File: src/rtl/adc_errwin_pkg.sv
package adc_errwin_pkg;
   typedef enum logic [2:0] {
      ERR_RES_STEP   = 3'd0,
      ERR_RES_SETPT  = 3'd1,
      ERR_RES_FILT   = 3'd2,
      ERR_FILT_STEP  = 3'd3,
      ERR_FILT_SETPT = 3'd4
   } err_src_e;

   typedef enum logic [2:0] {
      IRQ_ALWAYS    = 3'd0,
      IRQ_ABOVE_UP  = 3'd1,
      IRQ_NOT_ABOVE = 3'd2,
      IRQ_OUTSIDE   = 3'd3,
      IRQ_INSIDE    = 3'd4,
      IRQ_NOT_BELOW = 3'd5,
      IRQ_BELOW_LO  = 3'd6,
      IRQ_NEVER     = 3'd7
   } irq_mode_e;
endpackage

File: src/rtl/adc_errwin_src.sv
module adc_errwin_src
   import adc_errwin_pkg::*;
#(
   parameter int DW       = 16,
   parameter bit SATURATE = 1'b1
) (
   input  logic                 clk,
   input  logic                 rst_n,
   input  logic                 capture,
   input  logic [2:0]           calc_sel,
   input  logic signed [DW-1:0] res_in,
   input  logic signed [DW-1:0] filt_in,
   input  logic signed [DW-1:0] setpt,
   output logic signed [DW-1:0] err,
   output logic                 range_hit
);
   localparam int XW = DW + 1;
   localparam logic signed [DW-1:0] ERR_MAX = {1'b0, {(DW-1){1'b1}}};
   localparam logic signed [DW-1:0] ERR_MIN = {1'b1, {(DW-1){1'b0}}};

   initial begin : chk_params
      assert (DW >= 4) else $fatal(1, "adc_errwin_src: DW must be at least 4");
   end

   logic signed [DW-1:0] cur_q, pfilt_q, op_a, op_b;
   logic signed [XW-1:0] diff;

   // held values shift on every strobe, qualified or not
   always_ff @(posedge clk) begin
      if (!rst_n) begin
         cur_q   <= '0;
         pfilt_q <= '0;
      end else if (capture) begin
         cur_q   <= res_in;
         pfilt_q <= filt_in;
      end
   end

   always_comb begin
      case (calc_sel)
         ERR_RES_STEP:   begin op_a = res_in;  op_b = cur_q;   end
         ERR_RES_SETPT:  begin op_a = res_in;  op_b = setpt;   end
         ERR_RES_FILT:   begin op_a = res_in;  op_b = filt_in; end
         ERR_FILT_STEP:  begin op_a = filt_in; op_b = pfilt_q; end
         ERR_FILT_SETPT: begin op_a = filt_in; op_b = setpt;   end
         default:        begin op_a = '0;      op_b = '0;      end
      endcase
   end

   assign diff      = {op_a[DW-1], op_a} - {op_b[DW-1], op_b};
   assign range_hit = diff[XW-1] ^ diff[XW-2];

   generate
      if (SATURATE) begin : g_sat
         always_comb begin
            if (range_hit) err = diff[XW-1] ? ERR_MIN : ERR_MAX;
            else           err = diff[DW-1:0];
         end
      end else begin : g_wrap
         assign err = diff[DW-1:0];
      end
   endgenerate
endmodule

File: src/rtl/adc_errwin_cmp.sv
module adc_errwin_cmp
   import adc_errwin_pkg::*;
#(
   parameter int DW = 16
) (
   input  logic signed [DW-1:0] err,
   input  logic signed [DW-1:0] upper_thr,
   input  logic signed [DW-1:0] lower_thr,
   input  logic [2:0]           int_sel,
   output logic                 above,
   output logic                 below,
   output logic                 hit
);
   logic gt_up, lt_up, gt_lo;

   assign gt_up = err > upper_thr;
   assign lt_up = err < upper_thr;
   assign gt_lo = err > lower_thr;
   assign above = gt_up;
   assign below = err < lower_thr;

   always_comb begin
      case (int_sel)
         IRQ_ALWAYS:    hit = 1'b1;
         IRQ_ABOVE_UP:  hit = gt_up;
         IRQ_NOT_ABOVE: hit = !gt_up;
         IRQ_OUTSIDE:   hit = below | gt_up;
         IRQ_INSIDE:    hit = gt_lo & lt_up;
         IRQ_NOT_BELOW: hit = !below;
         IRQ_BELOW_LO:  hit = below;
         default:       hit = 1'b0;
      endcase
   end
endmodule

File: src/rtl/adc_errwin_flag.sv
module adc_errwin_flag (
   input  logic clk,
   input  logic rst_n,
   input  logic eval,
   input  logic hit,
   input  logic sw_clr,
   input  logic stop_en,
   output logic flag,
   output logic stop_req
);
   logic set_now;

   assign set_now = eval & hit;

   always_ff @(posedge clk) begin
      if (!rst_n) begin
         flag     <= 1'b0;
         stop_req <= 1'b0;
      end else begin
         if (set_now)     flag <= 1'b1;
         else if (sw_clr) flag <= 1'b0;
         stop_req <= set_now & !flag & stop_en;
      end
   end

   p_sticky_r7: assert property (@(posedge clk) disable iff (!rst_n)
      (flag && !sw_clr) |=> flag);
   p_stop_single_r9: assert property (@(posedge clk) disable iff (!rst_n)
      stop_req |=> !stop_req);
   p_stop_cause_r9: assert property (@(posedge clk) disable iff (!rst_n)
      stop_req |-> (flag && !$past(flag)));
endmodule

File: src/rtl/adc_err_window.sv
module adc_err_window
   import adc_errwin_pkg::*;
#(
   parameter int DW       = 16,
   parameter bit SATURATE = 1'b1
) (
   input  logic                 clk,
   input  logic                 rst_n,
   input  logic                 test_rdy,
   input  logic                 dbl_en,
   input  logic                 second_of_pair,
   input  logic [2:0]           calc_sel,
   input  logic signed [DW-1:0] res_in,
   input  logic signed [DW-1:0] filt_in,
   input  logic signed [DW-1:0] setpt,
   input  logic signed [DW-1:0] upper_thr,
   input  logic signed [DW-1:0] lower_thr,
   input  logic [2:0]           int_sel,
   input  logic                 int_en,
   input  logic                 stop_on_int,
   input  logic                 sw_clr,
   output logic signed [DW-1:0] err_val,
   output logic                 above_upper,
   output logic                 below_lower,
   output logic                 ovf_set,
   output logic                 thr_flag,
   output logic                 thr_irq,
   output logic                 stop_req
);
   localparam logic signed [DW-1:0] ERR_MAX = {1'b0, {(DW-1){1'b1}}};
   localparam logic signed [DW-1:0] ERR_MIN = {1'b1, {(DW-1){1'b0}}};

   logic                 accept, range_hit, above_c, below_c, hit_c;
   logic signed [DW-1:0] err_c;

   assign accept = test_rdy & (!dbl_en | second_of_pair);

   adc_errwin_src #(.DW(DW), .SATURATE(SATURATE)) u_src (
      .clk(clk), .rst_n(rst_n), .capture(test_rdy), .calc_sel(calc_sel),
      .res_in(res_in), .filt_in(filt_in), .setpt(setpt),
      .err(err_c), .range_hit(range_hit));

   adc_errwin_cmp #(.DW(DW)) u_cmp (
      .err(err_c), .upper_thr(upper_thr), .lower_thr(lower_thr),
      .int_sel(int_sel), .above(above_c), .below(below_c), .hit(hit_c));

   adc_errwin_flag u_flag (
      .clk(clk), .rst_n(rst_n), .eval(accept), .hit(hit_c), .sw_clr(sw_clr),
      .stop_en(stop_on_int), .flag(thr_flag), .stop_req(stop_req));

   always_ff @(posedge clk) begin
      if (!rst_n) begin
         err_val     <= '0;
         above_upper <= 1'b0;
         below_lower <= 1'b0;
         ovf_set     <= 1'b0;
      end else begin
         ovf_set <= accept & range_hit;
         if (accept) begin
            err_val     <= err_c;
            above_upper <= above_c;
            below_lower <= below_c;
         end
      end
   end

   assign thr_irq = thr_flag & int_en;

   p_first_hold_r10: assert property (@(posedge clk) disable iff (!rst_n)
      (test_rdy && dbl_en && !second_of_pair) |=>
         ($stable(err_val) && $stable(above_upper) && $stable(below_lower) && !ovf_set));
   p_always_sets_r6: assert property (@(posedge clk) disable iff (!rst_n)
      (accept && int_sel == IRQ_ALWAYS) |=> thr_flag);
   p_never_holds_r6: assert property (@(posedge clk) disable iff (!rst_n)
      (accept && int_sel == IRQ_NEVER && !thr_flag) |=> !thr_flag);

   generate
      if (SATURATE) begin : g_sat_chk
         p_no_overflow_r4: assert property (@(posedge clk) disable iff (!rst_n)
            ovf_set |-> (err_val == ERR_MAX || err_val == ERR_MIN));
      end
   endgenerate
endmodule

File: config.mk
export PLATFORM = sky130hd
export DESIGN_NAME = adc_err_window
export DESIGN_NICKNAME = d
export VERILOG_FILES = /design/src/rtl/adc_errwin_pkg.sv /design/src/rtl/adc_errwin_src.sv /design/src/rtl/adc_errwin_cmp.sv /design/src/rtl/adc_errwin_flag.sv /design/src/rtl/adc_err_window.sv
export SDC_FILE = /design/constraint.sdc
export NUM_CORES = 1
export LEC_CHECK = 0
export BUFFER_PORTS_ARGS = -buffer_cell sky130_fd_sc_hd__buf_2
export CELL_PAD_IN_SITES_DETAIL_PLACEMENT = 0
export CELL_PAD_IN_SITES_GLOBAL_PLACEMENT = 1
export CORE_AREA = 10 10 121 123
export DETAILED_ROUTE_END_ITERATION = 8
export DIE_AREA = 0 0 131 133
export PLACE_DENSITY = 0.88
export SLEW_MARGIN = 20
export SYNTH_ARGS = -nofsm -noshare
export SYNTH_HDL_FRONTEND = slang
export SYNTH_HIERARCHICAL = 1
export SYNTH_SLANG_ARGS = --single-unit
File: constraint.sdc
create_clock -name clk -period 15.8 [get_ports clk]
set_input_delay 2.37 -clock clk [delete_from_list [all_inputs] [get_ports clk]]
set_output_delay 2.37 -clock clk [all_outputs]
set_load 0.02 [all_outputs]
==> flow_summary.ini, run 1 <==
[global_route]
grtUsageMet3_pct = 3.60
busiest_layer = met2
overflow = 0
grt_usage_pct = 15.1
antenna_found_initial = 0
grt_pass1_wl_mm = 21.7
grt_pass1_vias = 4431
grt.met2_usage_pct = 25.1
grt_start_max_net_pins = 72
use_met1_pct = 19.6

[clock_network]
cts_max_level = 2
clock-root-buffer = clkbuf_16
clock_sinks = 53
hold_buffers = 0
cts_made_buffers = 5
post_cts_buffers = 0
insertion_delay_ps = 290
clk_pin_slew_ps = 70
clock_path_buffers = 2
post_cts_resized = 0
cts_tree = yes

[die]
coreArea_um2 = 12400
io_pins = 116
die-height_um = 133
dieArea_um2 = 17400
start_util_pct = 38.9
rows = 41
die_w_um = 131

[finish]
fillers = 1224
antenna_cells = 0
drive_above_1_share_pct = 22.9
areaGrowthSynthToFinish_pct = 16.6
fin_nets = 796

[logic_synthesis]
synth_cell_types = 64
ys_seq_area_share_pct = 22.0
syn_avg_cell_area_um2 = 8.59
synth.most_common_cell = mux2i_1
ys_warn_count = 6
synth_edf_count = 0
synth_common_cells = mux2i_1 (86), dfxtp_1 (53), nand2_1 (52), ha_1 (48), inv_1 (41)
syn_inst = 560
synth_nets = 703
synth_largest_area_cell = dfxtp_1
synth.top_cell.area_share_pct = 22.0
async_flop_share_pct = 0
synth-main-ff-cell = dfxtp_1
syn_area_um2 = 4810
ys_ff_latch = 53
ys_top_cells_by_area = dfxtp_1 (22%), mux2i_1 (18%), ha_1 (12%)

[setup_path]
cp-end-kind = register
worst-setup-path-type = in2reg
cp.required_ps = 16010
cp-start-kind = input pin
startpoint = calc_sel[0]
critPathMaxFanout = 35
critPathArrivalTime_ps = 8970
r2r-start = u_src/cur_q[0]$_SDFFE_PN0P_
reg2reg_depth = 23

[power_and_ir_drop]
vdd_drop_max_mv = 0.0455
combPwrFrac_pct = 56.0
swShare_pct = 42.0
p_sw_w = 0.000254
power_w = 0.000604
power_density_nw_per_um2 = 108
p_leak_nw = 2.75
seqPwrFrac_pct = 25.9
pwr-share-clk_pct = 18.1
p_int_w = 0.000350

[routing]
wl_mm = 13.7
vias_per_cell = 5.26
remaining_drc_errors = 0
dr_total_vias = 4344
antenna_left = 0
avgRoutedWirePerCell_um = 16.6
dr.pass1.iters = 5
drtIter0Drc = 187

[run_status]
status = finished clean

[timing]
fin_crit_sh_pct = 55.4
fmax_mhz = 114
report.final.hold_viol_count = 0
fin_crit_ps = 8760
fin_skew_ps = 6.07
tns_ps = 0
max_slew_margin_pct = 33.7
setup_ws_ps = 7040
rsz0062_at_grt = false
maxSlewViolCount = 0
worst_pin_slew_ps = 995
setup_viol = 0

[job]
max_cap_violations = 0

[worst_hold_path]
whs_path_depth = 2
hp-class = reg2reg
holdCritStartpoint = err_val[2]$_SDFFE_PN0P_

[placement]
place_ws_ps = 6410
portBuffers = 115
dp_hpwl_mm = 10.9
place_congestion = 0.901
[flip-flops by register name (all words and copies together), names as in the netlist]
name and cells:
ovf_set 1, below_lower 1, u_src/pfilt_q 16, above_upper 1, u_flag/stop_req 1, u_src/cur_q 16, u_flag/flag 1, err_val 16
[layer usage]
| metal | part of all wire, % | wire, µm |
|---|---|---|
| met5 | 0 | 0 |
| met2 | 45 | 6210 |
| met3 | 7.4 | 1010 |
| met1 | 47 | 6450 |
| met4 | 0.43 | 59 |
[cell usage in the layout (no fill, tap or decap), types with 3 or more instances in the layout]
master	n
xnor2_1	6
mux2i_1	86
a21o_1	8
nor3_1	4
nand4_1	7
and3_1	3
o22a_1	15
a21oi_1	36
nand2_1	52
inv_1	41
nand3_1	9
ha_1	48
nor2b_1	35
buf_4	3
maj3_2	9
buf_2	115
a22o_1	17
nor2_1	26
maj3_1	6
clkbuf_16	5
xor2_1	4
nand2b_1	5
dfxtp_1	53
a211oi_1	5
o21ai_0	6
[power groups by stage]
stage / clock network, W / registers, W / logic, W
2_1_floorplan: 0 / 0.000172 / 0.000239
3_3_place_gp: 0 / 0.000159 / 0.000326
3_5_place_dp: 0 / 0.000160 / 0.000337
4_1_cts: 0.000114 / 0.000157 / 0.000339
5_1_grt: 0.000118 / 0.000159 / 0.000377
6_report: 0.000109 / 0.000157 / 0.000338
[metrics by stage]
step | utilization [%] | hold slack [ps] | cells | area [µm²]
finish | 45.4 | 456 | 826 | 5610
global route | 45.4 | 480 | 826 | 5610
CTS | 45.4 | 460 | 826 | 5610
detailed placement | 44.3 | 447 | 818 | 5470
global placement | 44.3 | 439 | 818 | 5470
floorplan | - | 482 | 560 | 4810
[worst max-delay path, stage by stage]
cell	delay, ps
buf_2	600
nor2b_2	740
a22o_1	670
a22o_1	240
ha_1	310
a21o_1	270
a31o_1	210
a21oi_1	270
o311ai_4	160
xnor2_2	630
maj3_2	380
ha_1	240
and4_1	230
a221oi_1	280
o21ai_0	170
a21oi_1	270
nor2b_1	90
o311a_1	350
nor3_2	190
nand2_1	90
nor3_1	200
[final cells by class]
class	count	area, µm²	share of cell area [%]
multi-input combinational	434	3450	61.4
sequential	53	1060	18.9
timing repair buffer	118	598	10.7
tap	172	215	3.83
inverter	41	154	2.74
clock buffer	6	129	2.30
clock inverter	2	10.0	0.178
[final timing paths]
| kind | end | slack, ps |
|---|---|---|
| worst max-delay path | u_flag/stop_req$_SDFF_PN0_ | 7040 |
| worst max register to register | u_flag/stop_req$_SDFF_PN0_ | 10380 |
| worst min register to register | err_val[2]$_SDFFE_PN0P_ | 460 |
| worst min-delay path | err_val[2]$_SDFFE_PN0P_ | 460 |
[cells by family after synthesis]
| family | share of synthesized area [%] |
|---|---|
| simple gates | 16.2 |
| xor+xnor | 2.16 |
| compound gates | 19.1 |
| mux | 17.9 |
| fa+ha+maj | 16.3 |
| flops | 22.0 |
| buf+inv | 6.40 |
Power figures use the tool's default switching activity.
==> run 2: changes to the inputs <==
==> constraint.sdc (replaced) <==
create_clock -name clk -period 8.6 [get_ports clk]
set_input_delay 1.29 -clock clk [delete_from_list [all_inputs] [get_ports clk]]
set_output_delay 1.29 -clock clk [all_outputs]
set_load 0.02 [all_outputs]
==> flow_summary.ini, run 2 (same netlist as run 1, synthesis figures left out) <==
[power_and_ir_drop]
power_density_nw_per_um2 = 197
combPwrFrac_pct = 55.8
pwr-share-clk_pct = 18.2
p_sw_w = 0.000458
vdd_drop_max_mv = 0.0863
p_leak_nw = 2.75
power_w = 0.00111
p_int_w = 0.000650
seqPwrFrac_pct = 26.0
swShare_pct = 41.3

[placement]
portBuffers = 115
place_inst = 819
dp_hpwl_mm = 11.0
place_congestion = 0.876

[timing]
fmax_mhz = 142
setup_viol = 0
tns_ps = 0
report.final.hold_viol_count = 0
maxSlewViolCount = 0
fin_crit_sh_pct = 82.1
fin_skew_ps = 5.76
fin_crit_ps = 7060
worst_pin_slew_ps = 985
rsz0062_at_grt = false
max_slew_margin_pct = 34.3

[die]
coreArea_um2 = 12400
dieArea_um2 = 17400
die-height_um = 133
io_pins = 116
die_w_um = 131
start_util_pct = 38.9
rows = 41

[global_route]
grt_pass1_vias = 4589
antenna_found_initial = 0
grt_usage_pct = 15.4
grt_start_max_net_pins = 72
grt_pass1_wl_mm = 22.2
overflow = 0

[finish]
antenna_cells = 0
layout_commonest_cell = buf_2
final_cells = 826
drive_above_1_share_pct = 22.8
layout_common_cells = buf_2 (115), mux2i_1 (86), dfxtp_1 (53), nand2_1 (52), ha_1 (48)
areaGrowthSynthToFinish_pct = 16.8
reg.largest.list = err_val x16, u_src/cur_q x16, u_src/pfilt_q x16
fin_nets = 797

[routing]
dr.pass1.iters = 4
avgRoutedWirePerCell_um = 16.6
vias_per_cell = 5.27
dr_total_vias = 4353
wl_mm = 13.7
drtIter0Drc = 303
antenna_left = 0
remaining_drc_errors = 0

[setup_path]
cp-end-kind = register
cp-start-kind = input pin
worst-setup-path-type = in2reg
critPathArrivalTime_ps = 7280
cp.required_ps = 8820
critPathMaxFanout = 35

[worst_hold_path]
hp-class = reg2reg

[clock_network]
clk_pin_slew_ps = 70
clock_path_buffers = 2
hold_buffers = 0
cts_tree = yes
insertion_delay_ps = 290
cts_made_buffers = 5
cts_max_level = 2
post_cts_resized = 0
post_cts_buffers = 0
clock_sinks = 53
clock-root-buffer = clkbuf_16

[run_status]
status = finished clean

[job]
max_cap_violations = 0
-- run 2: cell count changes in the layout (fill, tap and decap cells not counted) --
cell,change
nor2b_1,+1
clkbuf_8,+1
buf_4,+1
clkinv_2,-2
nor2b_2,-1
-- run 2: cell type report --
cell class              instances  area (µm²)
inverters                      41         154
flip-flops and latches         53        1060
multi-input cells             434        3440
repair buffers                119         606
well taps                     172         215
clock buffers                   7         143
fillers                      1230        6740
-- run 2: per-layer routing --
| layer | vias up | global-route usage, % | part of all wire, % |
|---|---|---|---|
| met2 | 127 | 25.0 | 46 |
| li1 | 2196 | - | - |
| met5 | - | 0 | 0 |
| met1 | 2026 | 20.1 | 46 |
| met3 | 4 | 3.12 | 7.4 |
| met4 | 0 | 3.89 | 0.54 |
-- run 2: stage by stage --
step | setup slack, ps | util (%) | hold slack (ps) | area [µm²]
after global routing | 1040 | 45.5 | 481 | 5620
after CTS | 1560 | 45.5 | 461 | 5620
final | 1540 | 45.5 | 458 | 5620
after detailed placement | 1250 | 44.3 | 449 | 5480
after floorplan | 1910 | - | 482 | 4810
after global placement | 1460 | 44.3 | 441 | 5480
-- run 2: path summary, 6_finish.rpt --
kind                          startpoint                    endpoint  slack [ps]  cells after the start
max                          calc_sel[0]  u_flag/stop_req$_SDFF_PN0_        1540                     22
min              err_val[2]$_SDFFE_PN0P_     err_val[2]$_SDFFE_PN0P_         460                      2
max reg2reg  u_src/cur_q[0]$_SDFFE_PN0P_  u_flag/stop_req$_SDFF_PN0_        3250                     22
min reg2reg      err_val[2]$_SDFFE_PN0P_     err_val[2]$_SDFFE_PN0P_         460                      2
-- run 2: worst max-delay path: stages --
cell and delay [ps]:
buf_2 610, a21oi_1 300, buf_4 260, a22oi_1 220
ha_1 210, inv_1 60, fa_1 390, a21oi_1 220
o21ai_1 150, a211oi_1 480, o31a_1 310, a21oi_4 170
maj3_1 460, ha_1 350, a21oi_1 290, a2111oi_2 130
nor4_2 300, mux2i_1 200, o311a_1 400, nor3_2 170
nand2_1 90, nor3_1 170
-- run 2: power groups by stage --
stage / Sequential [W] / Combinational (W) / Clock [W]
2_1_floorplan: 0.000316 / 0.000439 / 0
3_3_place_gp: 0.000292 / 0.000597 / 0
3_5_place_dp: 0.000294 / 0.000617 / 0
4_1_cts: 0.000288 / 0.000619 / 0.000210
5_1_grt: 0.000291 / 0.000690 / 0.000219
6_report: 0.000288 / 0.000619 / 0.000202
